$ cat src/rtl/gpio_irq_pkg.sv
package gpio_irq_pkg;
  typedef enum logic [2:0] {
    REG_DATA   = 3'd0,
    REG_DIR    = 3'd1,
    REG_PAD    = 3'd2,
    REG_CFG_LO = 3'd3,
    REG_CFG_HI = 3'd4,
    REG_MASK   = 3'd5,
    REG_STAT   = 3'd6,
    REG_BOTH   = 3'd7
  } reg_idx_e;

  typedef enum logic [1:0] {
    COND_LOW  = 2'd0,
    COND_HIGH = 2'd1,
    COND_RISE = 2'd2,
    COND_FALL = 2'd3
  } cond_e;

  localparam int unsigned BUS_W  = 32;
  localparam int unsigned ADDR_W = 3;
  localparam int unsigned N_IRQ  = 2;
endpackage

$ cat src/rtl/gpio_sync.sv
module gpio_sync #(
  parameter int unsigned WIDTH  = 32,
  parameter int unsigned STAGES = 2
) (
  input  logic             clk_i,
  input  logic             rst_ni,
  input  logic [WIDTH-1:0] async_i,
  output logic [WIDTH-1:0] sync_o,
  output logic [WIDTH-1:0] prev_o
);
  logic [WIDTH-1:0] stage_q [STAGES];
  logic [WIDTH-1:0] prev_q;

  for (genvar s = 0; s < STAGES; s++) begin : g_stage
    if (s == 0) begin : g_first
      always_ff @(posedge clk_i or negedge rst_ni)
        if (!rst_ni) stage_q[s] <= '0;
        else         stage_q[s] <= async_i;
    end else begin : g_next
      always_ff @(posedge clk_i or negedge rst_ni)
        if (!rst_ni) stage_q[s] <= '0;
        else         stage_q[s] <= stage_q[s-1];
    end
  end

  // one more sample of history for edge detection
  always_ff @(posedge clk_i or negedge rst_ni)
    if (!rst_ni) prev_q <= '0;
    else         prev_q <= stage_q[STAGES-1];

  assign sync_o = stage_q[STAGES-1];
  assign prev_o = prev_q;
endmodule

$ cat src/rtl/gpio_pin_detect.sv
module gpio_pin_detect
  import gpio_irq_pkg::*;
(
  input  logic       cur_i,
  input  logic       prev_i,
  input  logic [1:0] cond_i,
  input  logic       both_i,
  output logic       set_o
);
  always_comb begin
    if (both_i) begin
      set_o = cur_i ^ prev_i;
    end else begin
      unique case (cond_e'(cond_i))
        COND_LOW:  set_o = ~cur_i;
        COND_HIGH: set_o = cur_i;
        COND_RISE: set_o = cur_i & ~prev_i;
        COND_FALL: set_o = ~cur_i & prev_i;
        default:   set_o = 1'b0;
      endcase
    end
  end
endmodule

$ cat src/rtl/gpio_irq_status.sv
module gpio_irq_status #(
  parameter int unsigned N_PINS = 32,
  localparam int unsigned HALF  = N_PINS / 2
) (
  input  logic              clk_i,
  input  logic              rst_ni,
  input  logic [N_PINS-1:0] set_i,
  input  logic [N_PINS-1:0] clr_i,
  input  logic [N_PINS-1:0] mask_i,
  output logic [N_PINS-1:0] status_o,
  output logic [1:0]        irq_o
);
  logic [N_PINS-1:0] status_q;
  logic [N_PINS-1:0] pend;

  // set has priority over a same-cycle clear
  always_ff @(posedge clk_i or negedge rst_ni)
    if (!rst_ni) status_q <= '0;
    else         status_q <= (status_q & ~clr_i) | set_i;

  assign pend     = status_q & mask_i;
  assign irq_o[0] = |pend[HALF-1:0];
  assign irq_o[1] = |pend[N_PINS-1:HALF];
  assign status_o = status_q;
endmodule

$ cat src/rtl/gpio_irq_port.sv
module gpio_irq_port
  import gpio_irq_pkg::*;
#(
  parameter int unsigned N_PINS = 32,
  localparam int unsigned HALF  = N_PINS / 2,
  localparam int unsigned CFG_W = 2 * HALF
) (
  input  logic              clk_i,
  input  logic              rst_ni,
  input  logic              bus_we_i,
  input  logic [ADDR_W-1:0] bus_addr_i,
  input  logic [BUS_W-1:0]  bus_wdata_i,
  output logic [BUS_W-1:0]  bus_rdata_o,
  input  logic [N_PINS-1:0] pad_i,
  output logic [N_PINS-1:0] pad_o,
  output logic [N_PINS-1:0] pad_oe_o,
  output logic [1:0]        irq_o
);
  logic [N_PINS-1:0] data_q, dir_q, mask_q, both_q;
  logic [CFG_W-1:0]  cfg_lo_q, cfg_hi_q;
  logic [N_PINS-1:0] pad_cur, pad_prev, pin_set, stat_clr, status;
  logic              wr_en [8];

  for (genvar r = 0; r < 8; r++) begin : g_dec
    assign wr_en[r] = bus_we_i && (bus_addr_i == ADDR_W'(r));
  end

  always_ff @(posedge clk_i or negedge rst_ni) begin
    if (!rst_ni) begin
      data_q   <= '0;
      dir_q    <= '0;
      mask_q   <= '0;
      both_q   <= '0;
      cfg_lo_q <= '0;
      cfg_hi_q <= '0;
    end else begin
      if (wr_en[REG_DATA])   data_q   <= bus_wdata_i[N_PINS-1:0];
      if (wr_en[REG_DIR])    dir_q    <= bus_wdata_i[N_PINS-1:0];
      if (wr_en[REG_MASK])   mask_q   <= bus_wdata_i[N_PINS-1:0];
      if (wr_en[REG_BOTH])   both_q   <= bus_wdata_i[N_PINS-1:0];
      if (wr_en[REG_CFG_LO]) cfg_lo_q <= bus_wdata_i[CFG_W-1:0];
      if (wr_en[REG_CFG_HI]) cfg_hi_q <= bus_wdata_i[CFG_W-1:0];
    end
  end

  assign stat_clr = wr_en[REG_STAT] ? bus_wdata_i[N_PINS-1:0] : '0;

  gpio_sync #(.WIDTH(N_PINS), .STAGES(2)) u_sync (
    .clk_i   (clk_i),
    .rst_ni  (rst_ni),
    .async_i (pad_i),
    .sync_o  (pad_cur),
    .prev_o  (pad_prev)
  );

  for (genvar n = 0; n < N_PINS; n++) begin : g_pin
    logic [1:0] cond;
    if (n < HALF) begin : g_lo
      assign cond = cfg_lo_q[2*n +: 2];
    end else begin : g_hi
      assign cond = cfg_hi_q[2*(n-HALF) +: 2];
    end
    gpio_pin_detect u_det (
      .cur_i  (pad_cur[n]),
      .prev_i (pad_prev[n]),
      .cond_i (cond),
      .both_i (both_q[n]),
      .set_o  (pin_set[n])
    );
  end

  gpio_irq_status #(.N_PINS(N_PINS)) u_stat (
    .clk_i    (clk_i),
    .rst_ni   (rst_ni),
    .set_i    (pin_set),
    .clr_i    (stat_clr),
    .mask_i   (mask_q),
    .status_o (status),
    .irq_o    (irq_o)
  );

  always_comb begin
    bus_rdata_o = '0;
    unique case (reg_idx_e'(bus_addr_i))
      REG_DATA:   bus_rdata_o[N_PINS-1:0] = data_q;
      REG_DIR:    bus_rdata_o[N_PINS-1:0] = dir_q;
      REG_PAD:    bus_rdata_o[N_PINS-1:0] = pad_cur;
      REG_CFG_LO: bus_rdata_o[CFG_W-1:0]  = cfg_lo_q;
      REG_CFG_HI: bus_rdata_o[CFG_W-1:0]  = cfg_hi_q;
      REG_MASK:   bus_rdata_o[N_PINS-1:0] = mask_q;
      REG_STAT:   bus_rdata_o[N_PINS-1:0] = status;
      REG_BOTH:   bus_rdata_o[N_PINS-1:0] = both_q;
      default:    bus_rdata_o = '0;
    endcase
  end

  assign pad_oe_o = dir_q;
  assign pad_o    = data_q & dir_q;
endmodule

$ cat config.mk
export PLATFORM = sky130hd
export DESIGN_NAME = gpio_irq_port
export DESIGN_NICKNAME = d
export VERILOG_FILES = /design/src/rtl/gpio_irq_pkg.sv /design/src/rtl/gpio_sync.sv /design/src/rtl/gpio_pin_detect.sv /design/src/rtl/gpio_irq_status.sv /design/src/rtl/gpio_irq_port.sv
export SDC_FILE = /design/constraint.sdc
export NUM_CORES = 1
export LEC_CHECK = 0
export ABC_AREA = 1
export BUFFER_PORTS_ARGS = -buffer_cell sky130_fd_sc_hd__buf_4
export CORE_MARGIN = 4
export CORE_UTILIZATION = 33
export CTS_CLUSTER_DIAMETER = 30
export DETAILED_ROUTE_END_ITERATION = 12
export MAX_ROUTING_LAYER = met4
export SYNTH_ARGS = -nofsm -noshare
export SYNTH_HDL_FRONTEND = slang
export SYNTH_SLANG_ARGS = --single-unit
$ cat constraint.sdc
create_clock -name clk_i -period 1.9 [get_ports clk_i]
set_input_delay 0.38 -clock clk_i [delete_from_list [all_inputs] [get_ports clk_i]]
set_output_delay 0.38 -clock clk_i [all_outputs]
set_load 0.005 [all_outputs]
==> results of run 1 <==
-- cell families after synthesis --
logic type      count (synthesis)  synth area share
fa+ha+maj                      64            0.0484
buf+inv                       413             0.101
simple gates                 1126             0.309
flops                         320             0.484
compound gates                192            0.0581
-- worst register-to-register path: stages (launching register included) --
cell,delay (ps)
dfrtp_2,440
buf_4,160
ha_1,280
or2_2,290
nand3_1,80
-- cell type report --
| type | instances | area share |
|---|---|---|
| diodes | 2 | 0.000204 |
| clock buffers | 118 | 0.102 |
| clock inverters | 42 | 0.0244 |
| inverters | 304 | 0.0469 |
| multi-input cells | 1382 | 0.293 |
| flip-flops and latches | 320 | 0.329 |
| well taps | 664 | 0.0339 |
| repair buffers | 452 | 0.170 |
-- metrics by stage --
step | cells | power [uW] | worst slack, ps | utilization
after floorplan | 2115 | 10700 | 303 | -
after global placement | 2937 | 12600 | -180 | 0.392
after detailed placement | 2937 | 12800 | -154 | 0.392
after CTS | 3250 | 29000 | -219 | 0.489
after global routing | 3284 | 30300 | -230 | 0.497
final | 3284 | 29100 | -214 | 0.497
-- routing by layer --
| layer | global-route usage | up-vias | part of all wire |
|---|---|---|---|
| li1 | - | 7697 | - |
| met1 | 0.270 | 7797 | 0.41 |
| met2 | 0.356 | 717 | 0.47 |
| met3 | 0.0453 | 185 | 0.074 |
| met4 | 0.103 | 0 | 0.045 |
| met5 | - | - | 0 |
-- cell usage after synthesis --
library cell	instances
buf_1	9
buf_2	50
buf_4	5
buf_6	4
clkbuf_1	41
dfrtp_1	320
ha_1	64
inv_1	301
inv_2	1
inv_4	2
nand2_1	636
nand2_2	2
nand3_1	160
nand3_2	1
nand3_4	2
nand3b_1	19
nand4_1	168
nand4_2	2
nor2_1	100
nor2_4	1
nor2_8	2
nor3_4	1
o21ai_0	10
o21ai_1	182
or2_2	32
-- worst max path at each step --
stage | start | to | slack, ps | depth (start not counted)
2_1_floorplan | bus_addr_i[1] | bus_rdata_o[24] | 300 | 7
3_5_place_dp | bus_addr_i[0] | bus_rdata_o[15] | -150 | 8
5_1_grt | mask_q[19] | irq_o[1] | -230 | 5
6_report | u_stat.status_o[19] | irq_o[1] | -210 | 5
3_3_place_gp | bus_addr_i[0] | bus_rdata_o[15] | -180 | 8
4_1_cts | u_stat.status_o[16] | irq_o[1] | -220 | 5
-- repair_timing --
action | in CTS | in global routing
setup buffers | 119 | 32
endpoints found under the setup margin | 34 | 34
gates cloned | 1 | 0
resized for setup | 132 | 43
hold buffers | 33 | 0
endpoints found under the hold margin | 73 | 0
pin swaps | 68 | 80
-- where the power goes --
part,switching (uW),internal [uW]
combinational,2720,2450
sequential,760,7790
clock,4350,11000
total,7830,21300
-- flip-flops by register name (all words and copies together) (netlist names) --
name / cells
mask_q: 32
both_q: 32
pad_oe_o: 32
u_stat.status_o: 32
cfg_lo_q: 32
cfg_hi_q: 32
u_sync.sync_o: 32
data_q: 32
u_sync.stage_q: 32
u_sync.prev_o: 32
-- layout by cell type (no fill, tap or decap), types with 3 or more instances in the layout --
master / synthesis / routed
buf_12: 0 / 41
buf_4: 5 / 344
buf_6: 4 / 30
bufinv_16: 0 / 14
clkbuf_1: 41 / 13
clkbuf_16: 0 / 90
clkbuf_8: 0 / 15
clkinv_2: 0 / 20
clkinv_4: 0 / 3
clkinvlp_4: 0 / 3
dfrtp_1: 320 / 273
dfrtp_2: 0 / 47
dlygate4sd3_1: 0 / 33
ha_1: 64 / 64
inv_1: 301 / 300
inv_4: 2 / 3
nand2_1: 636 / 623
nand2_2: 2 / 14
nand3_1: 160 / 132
nand3_2: 1 / 28
nand3_4: 2 / 3
nand3b_1: 19 / 19
nand4_1: 168 / 168
nor2_1: 100 / 57
nor2_2: 0 / 39
nor2_4: 1 / 5
o21ai_0: 10 / 10
o21ai_1: 182 / 182
or2_2: 32 / 32
==> run summary, run 1 <==
status -> finished, violations left
failing checks -> setup timing
DRT Pass-1 Iters -> 5
VDD IR max -> 0.698 mV
Multi-input gate area -> 0.00718 sq mm
Startpoint Class -> flip-flop
Setup CP Type -> reg -> out
Initial Utilization -> 0.336
total congestion overflow -> 0
worst hold path startpoint -> bus_wdata_i[3]
family with the most delay on the worst path -> simple AND/OR/NAND/NOR gates
HPWL Detailed -> 39,500 um
# clock sinks -> 320
antenna violations before repair -> 2
vias in the first global route -> 16,600
Placed Area -> 0.0193 sq mm
via count -> 16,400
CTS root buf -> clkbuf_16
CP Buf/Inv Count -> 1
top post-synthesis cells by area -> dfrtp_1, nand2_1, inv_1
Slew HR -> 0.650
CP required -> 1520 ps
clock buffer count from CTS -> 86
fin worst setup slack -> -214 ps
Layout area overhead -> 48.1%
initial drt markers -> 1,360
pin count of the biggest net entering global routing -> 53
Die ar. -> 0.0538 sq mm
register area share after synthesis -> 0.484
Crit-path slowest cell -> dfrtp_1
Final Net Count -> 2,680
max incr delay on CP -> 390 ps
Hold Path Stages -> 4
Die Height -> 232 um
fin. max-slew vios -> 0
Critical Path, Cell by Cell -> nand2_1 > nand4_1 > nor2_2 > nand2_2 > buf_6
Mapped Avg Cell Area -> 7.82 sq um
Crit. End Element -> output port
Layout Cell Area excl Fill -> 0.0245 sq mm
DRC errors left -> 0
drt total wl -> 58,700 um
core area -> 0.0493 sq mm
unrepaired setup endpoints after global routing -> true
Least-Margin Pin Slew -> 525 ps
CTS max path bufs -> 3
worst hold slack -> 129 ps
Seq. cell area -> 0.00807 sq mm
routed length per instance -> 17.9 um
crit-path max FO -> 2
GP Congestion -> 0.895
Reg2Reg Depth -> 4
port bufs -> 167
Yosys warning total -> 0
Unique masters post-synth -> 25
Worst Skew -> 27.1 ps
max-cap violation count -> 0
IO Pins -> 168
Post-DRT Antenna Nets -> 0
Yosys top cell by area -> dfrtp_1
Total GRT Usage -> 0.222
R2R Path Start -> u_sync.sync_o[15]
width of the die -> 232 um
Lkg Pwr -> 0.0131 uW
Reg-to-Reg End -> u_stat.status_o[15]
setup_tns -> -1080 ps
R2R Setup Slk -> 580 ps
critical path arrival -> 1730 ps
Tcrit/Tclk final -> 1.11
power density cells -> 1190 mW/mm^2
clock slew seen by the registers of the worst setup and hold paths -> 40 ps
final setup vio count -> 12
first-pass GRT wire length -> 91,000 um
fillers -> 4,596
drt via density -> 4.99
Post-Syn Instances -> 2,115
final hold vios -> 0
number of synthesized register bits -> 320
Synth top area share -> 0.484
Syn Std Cell Area -> 0.0165 sq mm
Hold Path End -> u_stat.status_o[3]
HP Class -> in -> reg
TritonCTS clock tree -> yes
H-tree Lvls -> 3
Fmax -> 473 MHz
minimum clock period -> 2110 ps
layout cell share with drive strength beyond 1 -> 0.284
Syn Nets -> 2,249
row cnt -> 81
Worst-Skew Late Latency -> 600 ps
Note: power is estimated with default switching activity, not from simulation.
==> inputs of run 2 (changes only) <==
--- a/config.mk
+++ b/config.mk
@@ -5,12 +5,13 @@
 export SDC_FILE = /design/constraint.sdc
 export NUM_CORES = 1
 export LEC_CHECK = 0
-export ABC_AREA = 1
+export ABC_AREA = 0
 export BUFFER_PORTS_ARGS = -buffer_cell sky130_fd_sc_hd__buf_4
 export CORE_MARGIN = 4
 export CORE_UTILIZATION = 33
 export CTS_CLUSTER_DIAMETER = 30
 export DETAILED_ROUTE_END_ITERATION = 12
+export HOLD_SLACK_MARGIN = 0.15
 export MAX_ROUTING_LAYER = met4
 export SYNTH_ARGS = -nofsm -noshare
 export SYNTH_HDL_FRONTEND = slang
==> run 2 against run 1 <==
Effect of this change: the run still ends with setup timing left; critical path depth unchanged; combinational power decreased by 3%; area after synthesis decreased by 6.8%; design area decreased by 7.1%; sequential power increased by 4.9%.
==> run summary, run 2 <==
max incr delay on CP -> 430 ps
Crit-path slowest cell -> dfrtp_1
NetSw -> 7150 uW
# clock sinks -> 320
total congestion overflow -> 0
Post-Syn Instances -> 1,235
Lkg Pwr -> 0.0104 uW
met3 WL -> 2870 um
Synth Flop Type -> dfrtp_1
VDD IR max -> 0.694 mV
drt total wl -> 48,000 um
clock slew seen by the registers of the worst setup and hold paths -> 40 ps
Switching Share -> 0.262
Startpoint Class -> flip-flop
max-cap violation count -> 0
Mapped Avg Cell Area -> 12.5 sq um
Synth top area share -> 0.519
status -> finished, violations left
failing checks -> setup timing
Unique masters post-synth -> 39
Post-synth EDFFs -> 0
H-tree Lvls -> 3
setup_tns -> -9780 ps
Initial Utilization -> 0.337
commonest non-fill, non-tap cell in the layout -> buf_4
WL met2 -> 22,800 um
row cnt -> 78
register area share after synthesis -> 0.519
Slew HR -> 0.682
port bufs -> 167
Fmax -> 409 MHz
Final Net Count -> 1,797
top post-synthesis cells by area -> dfrtp_1, mux2_2, ha_1
final setup vio count -> 34
drt via density -> 5.02
Least-Margin Pin Slew -> 477 ps
Top Layer Used -> met4
TritonCTS clock tree -> yes
count leader, synth -> dfrtp_1
list of most frequent post-synthesis cells -> dfrtp_1, mux2_2, inv_1, ha_1, o21ai_0
routed length per instance -> 20.7 um
vias in the first global route -> 12,800
Worst-Skew Late Latency -> 590 ps
IO Pins -> 168
minimum clock period -> 2450 ps
fin. max-slew vios -> 0
cell mode on critical path -> buf_4
fillers -> 3,952
CP required -> 1520 ps
Met1 Wirelength -> 21,100 um
core area -> 0.0458 sq mm
clock network fraction of total power -> 0.488
via count -> 11,600
Syn Nets -> 1,369
DRC errors left -> 0
layout cell share with drive strength beyond 1 -> 0.464
GP Congestion -> 0.843
Worst Skew -> 24.5 ps
Die Height -> 224 um
Setup CP Type -> reg -> out
Layout area overhead -> 47.5%
CTS root buf -> clkbuf_16
Yosys top cell by area -> dfrtp_1
Flop pwr share -> 0.329
Die ar. -> 0.0503 sq mm
HPWL Detailed -> 33,000 um
Tcrit/Tclk final -> 1.29
pin count of the biggest net entering global routing -> 42
width of the die -> 224 um
most frequent cells in the layout -> buf_4, dfrtp_1, mux2_2
worst hold slack -> 252 ps
Crit. End Element -> output port
clock buffer count from CTS -> 77
R2R Setup Slk -> 370 ps
Layout Cell Area excl Fill -> 0.0228 sq mm
Post-DRT Antenna Nets -> 0
CTS max path bufs -> 3
Syn Std Cell Area -> 0.0154 sq mm
HP Class -> in -> async
Reg2Reg Depth -> 5
first-pass GRT wire length -> 75,400 um
cell-internal power -> 20,100 uW
unrepaired setup endpoints after global routing -> true
power density cells -> 1200 mW/mm^2
critical path arrival -> 2070 ps
final hold vios -> 0
fin worst setup slack -> -547 ps
number of synthesized register bits -> 320
crit-path max FO -> 2
DRT Pass-1 Iters -> 4
Total GRT Usage -> 0.199
Inserted Diodes -> 0
Placed Area -> 0.0181 sq mm
Critical Path, Cell by Cell -> a22o_1 > a221oi_2 > buf_4 > nand4_1 > buf_4
combinational share of power -> 0.183
FFs w/ async S/R, synth -> 1.00
initial drt markers -> 695
antenna violations before repair -> 0
Yosys warning total -> 0
==> run 2: metal layers <==
layer | track usage | vias up
li1 | - | 5304
met1 | 0.254 | 5886
met2 | 0.315 | 343
met3 | 0.0476 | 101
met4 | 0.0640 | 0
met5 | - | -
==> run 2: worst max-delay path, delay by kind of cell, from the launching register on <==
| kind | cells | cell delay, ps |
|---|---|---|
| compound gates | 2 | 500 |
| flops | 1 | 430 |
| buf+inv | 2 | 390 |
| simple gates | 1 | 180 |
==> run 2: worst paths after layout <==
path                                  endpoint                start
max reg2reg                u_stat.status_o[16]    u_sync.sync_o[16]
max                                   irq_o[1]  u_stat.status_o[27]
min in group clk_i            u_sync.sync_o[4]   u_sync.stage_q[36]
max in group asynchronous    u_sync.sync_o[29]               rst_ni
min                         u_sync.stage_q[43]               rst_ni
min reg2reg                   u_sync.sync_o[4]   u_sync.stage_q[36]
==> run 2: metrics by stage <==
| step | std cells | setup WS [ps] | util | power (uW) |
|---|---|---|---|---|
| 2_1_floorplan | 1235 | 76.3 | - | 11000 |
| 5_1_grt | 2319 | -687 | 0.497 | 28500 |
| 3_3_place_gp | 2039 | -386 | 0.396 | 13000 |
| 6_report | 2319 | -547 | 0.497 | 27300 |
| 4_1_cts | 2308 | -614 | 0.491 | 27300 |
| 3_5_place_dp | 2039 | -397 | 0.396 | 13200 |
==> run 2: power by group through the flow <==
stage	combinational [uW]	clock (uW)	sequential (uW)
after CTS	4860	13500	8950
final	5000	13300	8970
after floorplan	2250	0	8700
after detailed placement	4030	0	9130
after global placement	3950	0	9100
after global routing	5450	13900	9100
==> run 2: timing repair <==
item,4_1_cts,5_1_grt
hold endpoints to repair,487,0
endpoints found under the setup margin,34,34
buffers inserted,69,11
resized for setup,124,31
hold buffers,65,0
pin swaps,50,20
==> run 2: cells by family (layout without fill, tap and decap cells) <==
group | after synthesis | count (layout) | share of synthesized area
compound gates | 204 | 204 | 0.0914
xor+xnor | 32 | 32 | 0.0182
fa+ha+maj | 64 | 64 | 0.0519
simple gates | 168 | 168 | 0.0554
flops | 320 | 320 | 0.519
buf+inv | 160 | 644 | 0.0442
mux | 287 | 287 | 0.220
==> run 2: cell type report <==
class / count / area, sq um / share of cell area
clock inverters: 39 / 499 / 0.0219
inverters: 98 / 372 / 0.0163
flip-flops and latches: 320 / 8040 / 0.353
clock buffers: 96 / 2140 / 0.0941
well taps: 600 / 751 / 0.0330
multi-input cells: 755 / 7370 / 0.324
repair buffers: 411 / 3570 / 0.157
